### config.mk
export PLATFORM = sky130hd
export DESIGN_NAME = eth_phy_seq
export DESIGN_NICKNAME = d
export VERILOG_FILES = /design/src/rtl/eth_phy_seq.sv
export SDC_FILE = /design/constraint.sdc
export NUM_CORES = 1
export LEC_CHECK = 0
export ABC_AREA = 1
export ABC_CLOCK_PERIOD_IN_PS = 2300
export BUFFER_PORTS_ARGS = -buffer_cell sky130_fd_sc_hd__buf_2
export CELL_PAD_IN_SITES_DETAIL_PLACEMENT = 0
export CELL_PAD_IN_SITES_GLOBAL_PLACEMENT = 1
export CORE_MARGIN = 2
export CORE_UTILIZATION = 39
export DETAILED_ROUTE_END_ITERATION = 8
export PLACE_DENSITY_LB_ADDON = 0.1
export SYNTH_ARGS = -nofsm -noshare
export SYNTH_HDL_FRONTEND = slang
export SYNTH_SLANG_ARGS = --single-unit
### constraint.sdc
create_clock -name clk -period 2.3 [get_ports clk]
set_input_delay 0.115 -clock clk [delete_from_list [all_inputs] [get_ports clk]]
set_output_delay 0.115 -clock clk [all_outputs]
set_load 0.02 [all_outputs]
### src/rtl/eth_phy_seq.sv
module eth_phy_seq #(
  parameter int TICKS_PER_US = 250,
  parameter int RST_WAIT_US  = 5,
  parameter int PLL_WAIT_US  = 100,
  parameter int DRV_STRENGTH = 9
) (
  input  logic       clk,
  input  logic       rst_n,
  input  logic       cmd_valid,
  input  logic [1:0] cmd_inst,
  input  logic [2:0] cmd_op,
  input  logic [1:0] cmd_mode,
  input  logic [2:0] cmd_sub,
  input  logic [1:0] pll_ack_in,
  output logic       busy,
  output logic       done,
  output logic       err,
  output logic [1:0] err_code,
  output logic [8:0] gp0_q,
  output logic [8:0] gp1_q,
  output logic [4:0] sg0_q,
  output logic [4:0] sg1_q
);
  localparam int WAIT_CYC = TICKS_PER_US * RST_WAIT_US;
  localparam int POLL_CYC = TICKS_PER_US * PLL_WAIT_US;
  localparam int LIM      = (POLL_CYC > WAIT_CYC) ? POLL_CYC : WAIT_CYC;
  localparam int CW       = $clog2(LIM + 1);
  localparam logic [3:0] DRV = DRV_STRENGTH[3:0];

  localparam logic [2:0] OP_INIT = 3'd0, OP_EXIT = 3'd1, OP_MODE = 3'd2,
                         OP_ON = 3'd3, OP_OFF = 3'd4;
  localparam logic [1:0] M_NONE = 2'd0, M_RGMII = 2'd1, M_SGMII = 2'd2;
  localparam logic [1:0] E_OK = 2'd0, E_INVAL = 2'd1, E_NOSUP = 2'd2, E_TMO = 2'd3;

  typedef enum logic [1:0] {S_IDLE, S_WAIT, S_POLL, S_RESP} st_t;

  st_t         state;
  logic [CW-1:0] cnt;
  logic        sel;
  logic [2:0]  op_q;
  logic [1:0]  rsp;
  logic [1:0]  s1, s2;
  logic [8:0]  gp_q [2];
  logic [4:0]  sg_q [2];
  logic [1:0]  mode_q [2];
  logic        ci;

  assign ci = cmd_inst[0];

  always_ff @(posedge clk) begin
    if (!rst_n) begin
      state <= S_IDLE;
      cnt   <= '0;
      sel   <= 1'b0;
      op_q  <= OP_INIT;
      rsp   <= E_OK;
      s1    <= '0;
      s2    <= '0;
      for (int k = 0; k < 2; k++) begin
        gp_q[k]   <= '0;
        sg_q[k]   <= '0;
        mode_q[k] <= M_NONE;
      end
    end else begin
      s1 <= pll_ack_in;
      s2 <= s1;
      case (state)
        S_IDLE: if (cmd_valid) begin
          sel   <= ci;
          op_q  <= cmd_op;
          cnt   <= '0;
          rsp   <= E_OK;
          state <= S_RESP;
          if (cmd_inst > 2'd1) rsp <= E_INVAL;
          else case (cmd_op)
            OP_INIT, OP_EXIT: begin
              gp_q[ci] <= '0;
              sg_q[ci] <= '0;
              state    <= S_WAIT;
            end
            OP_MODE:
              if (cmd_mode == 2'd1 && cmd_sub <= 3'd4)
                mode_q[ci] <= (cmd_sub == 3'd4) ? M_SGMII : M_RGMII;
              else
                rsp <= E_NOSUP;
            OP_ON:
              if (mode_q[ci] == M_SGMII) begin
                gp_q[ci][4] <= 1'b1;
                sg_q[ci]    <= 5'b00111;
                state       <= S_POLL;
              end else begin
                gp_q[ci][4] <= 1'b0;
                sg_q[ci]    <= '0;
              end
            OP_OFF: begin
              gp_q[ci][4] <= 1'b0;
              sg_q[ci]    <= '0;
            end
            default: rsp <= E_NOSUP;
          endcase
        end
        S_WAIT:
          if (cnt == CW'(WAIT_CYC - 1)) begin
            if (op_q == OP_INIT) gp_q[sel] <= gp_q[sel] | {DRV, 5'b01111};
            state <= S_RESP;
          end else cnt <= cnt + 1'b1;
        S_POLL:
          if (s2[sel]) begin
            sg_q[sel] <= sg_q[sel] | 5'b11000;
            state     <= S_RESP;
          end else if (cnt == CW'(POLL_CYC - 1)) begin
            rsp   <= E_TMO;
            state <= S_RESP;
          end else cnt <= cnt + 1'b1;
        default: state <= S_IDLE;
      endcase
    end
  end

  assign busy     = (state != S_IDLE);
  assign done     = (state == S_RESP) && (rsp == E_OK);
  assign err      = (state == S_RESP) && (rsp != E_OK);
  assign err_code = err ? rsp : E_OK;
  assign gp0_q    = gp_q[0];
  assign gp1_q    = gp_q[1];
  assign sg0_q    = sg_q[0];
  assign sg1_q    = sg_q[1];

  assert_excl_R10: assert property (@(posedge clk) disable iff (!rst_n) !(done && err));
  assert_pulse_R10: assert property (@(posedge clk) disable iff (!rst_n) (done || err) |=> !(done || err));
  assert_badinst_R2: assert property (@(posedge clk) disable iff (!rst_n)
    (!busy && cmd_valid && cmd_inst > 2'd1) |=> (err && err_code == E_INVAL));
  assert_timeout_R7: assert property (@(posedge clk) disable iff (!rst_n)
    (err && err_code == E_TMO) |-> $past(state) == S_POLL);
  assert_initval_R3: assert property (@(posedge clk) disable iff (!rst_n)
    (done && op_q == OP_INIT) |-> (sel ? gp1_q : gp0_q) == {DRV, 5'b01111});

  for (genvar g = 0; g < 2; g++) begin : g_chk
    assert_lock_R11: assert property (@(posedge clk) disable iff (!rst_n)
      $rose(sg_q[g][4]) |-> $past(s2[g]));
  end
endmodule

==> results.py <==
metrics = {
    "routing": {
        "antenna_left": 0,
        "drtPass1Iterations": 4,
        "viasPerCell": 4.857,
        "wl_met2_um": 2781,
        "route.detailed.drc": 0,
        "routed_wl_um": 6397,
        "wire_per_inst_um": 12.49,
        "drt_iter0_drc": 144,
        "topRoutingLayerUsed": "met4",
        "wl_met1_um": 3186,
        "wl_met3_um": 311,
        "num_vias": 2487,
    },
    "finish": {
        "fill_cells": 699,
        "area_delta_synth_final_pct": 10.81,
        "multi_input_area_um2": 1389,
        "postLayoutCoreUtil_pct": 44.16,
        "n_antenna_cell": 0,
        "regArea_um2": 900.9,
        "fin_nets": 453,
        "drive_above_1_share_pct": 18.29,
    },
    "setup_path": {
        "rr_worst_depth": 9,
        "r2r_slack_ns": 0.29,
        "critPathCaptureType": "flip-flop",
        "critPathBufInv": 2,
        "max_stage_delay_ns": 0.34,
        "r2r-start": "state[0]",
        "cpMaxStageDelayCell": "dfxtp_1",
        "critPathArrivalTime_ns": 2.03,
        "r2r_end": "sg_q[1][3]",
        "startpoint_type": "flip-flop",
        "path_cells": "inv_1 > ha_1 > nand2_1 > inv_1 > nand3_1 > a31oi_2 > nand3_1 > nand2_1 > or2_2",
        "crit_type": "reg -> reg",
        "worstPathMaxFanout": 6,
        "cp_data_required_time_ns": 2.32,
        "cp_top_family": "simple AND/OR/NAND/NOR gates",
    },
    "timing": {
        "rsz0062_at_grt": "no",
        "skew_ns": 0.004292,
        "worstMarginPinSlew_ns": 0.6629,
        "period_minus_slack_ns": 2.011,
        "finalSetupViolations": 0,
        "fin_tns_setup_ns": 0,
        "fin_crit_sh_pct": 87.42,
        "max_freq_mhz": 497.3,
        "maxSlewViolCount": 0,
        "hold_viol": 0,
        "slew_headroom_pct": 55.76,
    },
    "place": {
        "place_congestion": 0.8518,
        "port_buffers": 43,
        "dp.final_hpwl_um": 4928,
    },
    "cts": {
        "cts_tree": "done",
        "clkSinkCount": 39,
        "clock_latency_ns": 0.30,
        "cts_root_buffer": "clkbuf_8",
        "htree_levels": 2,
        "clk_pin_slew_ns": 0.08,
        "post-cts-setup-buffer-count": 0,
        "numCtsBuffers": 5,
        "clockBufferDepth": 2,
    },
    "synthesis": {
        "synthTopCellsByArea": "dfxtp_1 (20%), nand2_1 (16%), edfxtp_1 (14%)",
        "async_flop_share_pct": 0,
        "synth_ff_type": "dfxtp_1",
        "ys_seq_elements": 39,
        "syn_inst": 399,
        "synth_most_common_cell": "nand2_1",
        "yosys-top-cells-count": "nand2_1 (112), nor2_1 (64), inv_1 (45), dfxtp_1 (27), nand3_1 (23)",
        "syn_area_per_cell_um2": 6.673,
        "synth_cell_types": 27,
        "yosys.area.top_type": "dfxtp_1",
        "syn_area_um2": 2663,
        "synth_edf_count": 12,
        "synth_top_area_share_pct": 20.30,
        "yosysWarnings": 0,
        "ys_seq_area_share_pct": 33.83,
    },
    "floorplanning": {
        "start_util_pct": 39.85,
        "die_w_um": 86.63,
        "rows": 30,
        "die_area_um2": 7504,
        "coreArea_um2": 6681,
        "die-height_um": 86.63,
        "ios": 48,
    },
    "power_and_ir_drop": {
        "seq_power_share_pct": 38.5,
        "power_density_nw_per_um2": 739.9,
        "leakagePower_nw": 1.316,
        "pwr-share-comb_pct": 35.4,
        "switchingPower_w": 0.0008417,
        "clkPwrFrac_pct": 26.1,
        "p_int_w": 0.001341,
        "switching_share_pct": 38.56,
        "ir_worst_vdd_mv": 0.5584,
    },
    "hold_path": {
        "min_path_type": "in -> reg",
        "holdCritStartpoint": "pll_ack_in[0]",
        "hold_depth": 3,
        "holdPathEnd": "s1[0]",
    },
    "status": {
        "status": "finished, final reports clean",
    },
    "grt": {
        "grt-ovfl-total": 0,
        "antenna_found_initial": 0,
        "grt_use_total_pct": 18.14,
        "grt_max_degree": 16,
        "grt_pass1_wl_um": 10720,
        "grt_pass1_vias": 2276,
    },
    "job": {
        "cap_violations": 0,
    },
}
## stage by stage
step | setup WS (ns) | cell area [um^2] | hold WS, ns | cells | total power (W)
finish | 0.2892 | 2950 | 0.005198 | 512 | 0.002183
global route | 0.08275 | 2950 | 0.01709 | 512 | 0.002341
CTS | 0.2197 | 2944 | 0.001854 | 512 | 0.002205
detailed placement | 0.2349 | 2831 | 0.3018 | 504 | 0.001629
global placement | 0.3685 | 2831 | 0.2968 | 504 | 0.001625
floorplan | 0.5206 | 2674 | 0.2126 | 402 | 0.001445
## how the worst max path moves through the flow
stage | cells past startpoint | startpoint | to
after floorplan | 9 | state[0] | sg_q[0][3]
after global placement | 9 | state[0] | sg_q[1][3]
after detailed placement | 9 | state[0] | sg_q[1][3]
after CTS | 9 | state[0] | sg_q[1][3]
after global routing | 9 | state[0] | sg_q[0][3]
final | 9 | state[0] | sg_q[1][3]
## flip-flops by register name, summed over array words and instances, names as in the netlist
signal	cells
cnt	15
gp_q	4
mode_q	4
op_q	3
rsp	2
s1	2
s2	2
sel	1
sg_q	4
state	2
## cell usage in the layout, fill, tap and decap left out, drive strengths merged
cell type / instances
dfxtp: 27
clkbuf: 6
bufinv: 1
nor3b: 1
nand2: 113
xor2: 4
ha: 6
edfxtp: 12
buf: 50
conb: 4
a21oi: 25
inv: 48
a31oi: 1
nand4: 16
o21ai: 10
nor3: 2
nand3: 26
or2: 5
nor2: 70
dlygate4sd3: 1
o21bai: 4
## per-layer routing
| metal | global-route usage, % | vias up |
|---|---|---|
| met3 | 3.524 | 11 |
| li1 | - | 1308 |
| met5 | 0 | - |
| met1 | 25.93 | 1094 |
| met2 | 27.41 | 74 |
| met4 | 5.966 | 0 |
## worst reg2reg max path: stages, from the launching register on
cell	delay [ns]
dfxtp_1	0.34
inv_1	0.09
ha_1	0.22
nand2_1	0.13
inv_1	0.16
nand3_1	0.17
a31oi_2	0.27
nand3_1	0.13
nand2_1	0.10
or2_2	0.12
## logic make-up after synthesis
logic type	share of synthesized area (%)
AOI/OAI and AO/OA	8.506
other	0.1408
xor gates and xnor gates	1.316
adders and majority gates	2.819
DFF	33.83
and+or+nand+nor	38.72
buffers and inverters	14.66
## power by group through the flow
stage / clock, W / combinational (W) / sequential [W]
finish: 0.000571 / 0.000772 / 0.000840
global placement: 0 / 0.000771 / 0.000854
floorplan: 0 / 0.000592 / 0.000853
global route: 0.000614 / 0.000875 / 0.000852
detailed placement: 0 / 0.000772 / 0.000857
CTS: 0.000588 / 0.000777 / 0.000840
## area by class of cell
| class | count | area share [%] |
|---|---|---|
| Clock buffer | 6 | 2.460 |
| Sequential cell | 39 | 30.53 |
| Timing Repair Buffer | 51 | 9.415 |
| Clock inverter | 1 | 1.018 |
| Multi-Input combinational cell | 287 | 47.07 |
| Tap cell | 80 | 3.393 |
| Inverter | 48 | 6.107 |
## what timing repair did
| item | 4_1_cts | 5_1_grt |
|---|---|---|
| endpoints found under the hold margin | 1 | 0 |
| hold buffers | 1 | 0 |
| endpoints found under the setup margin | 0 | 2 |
| resized for setup | 0 | 1 |
Power figures use the tool's default switching activity.
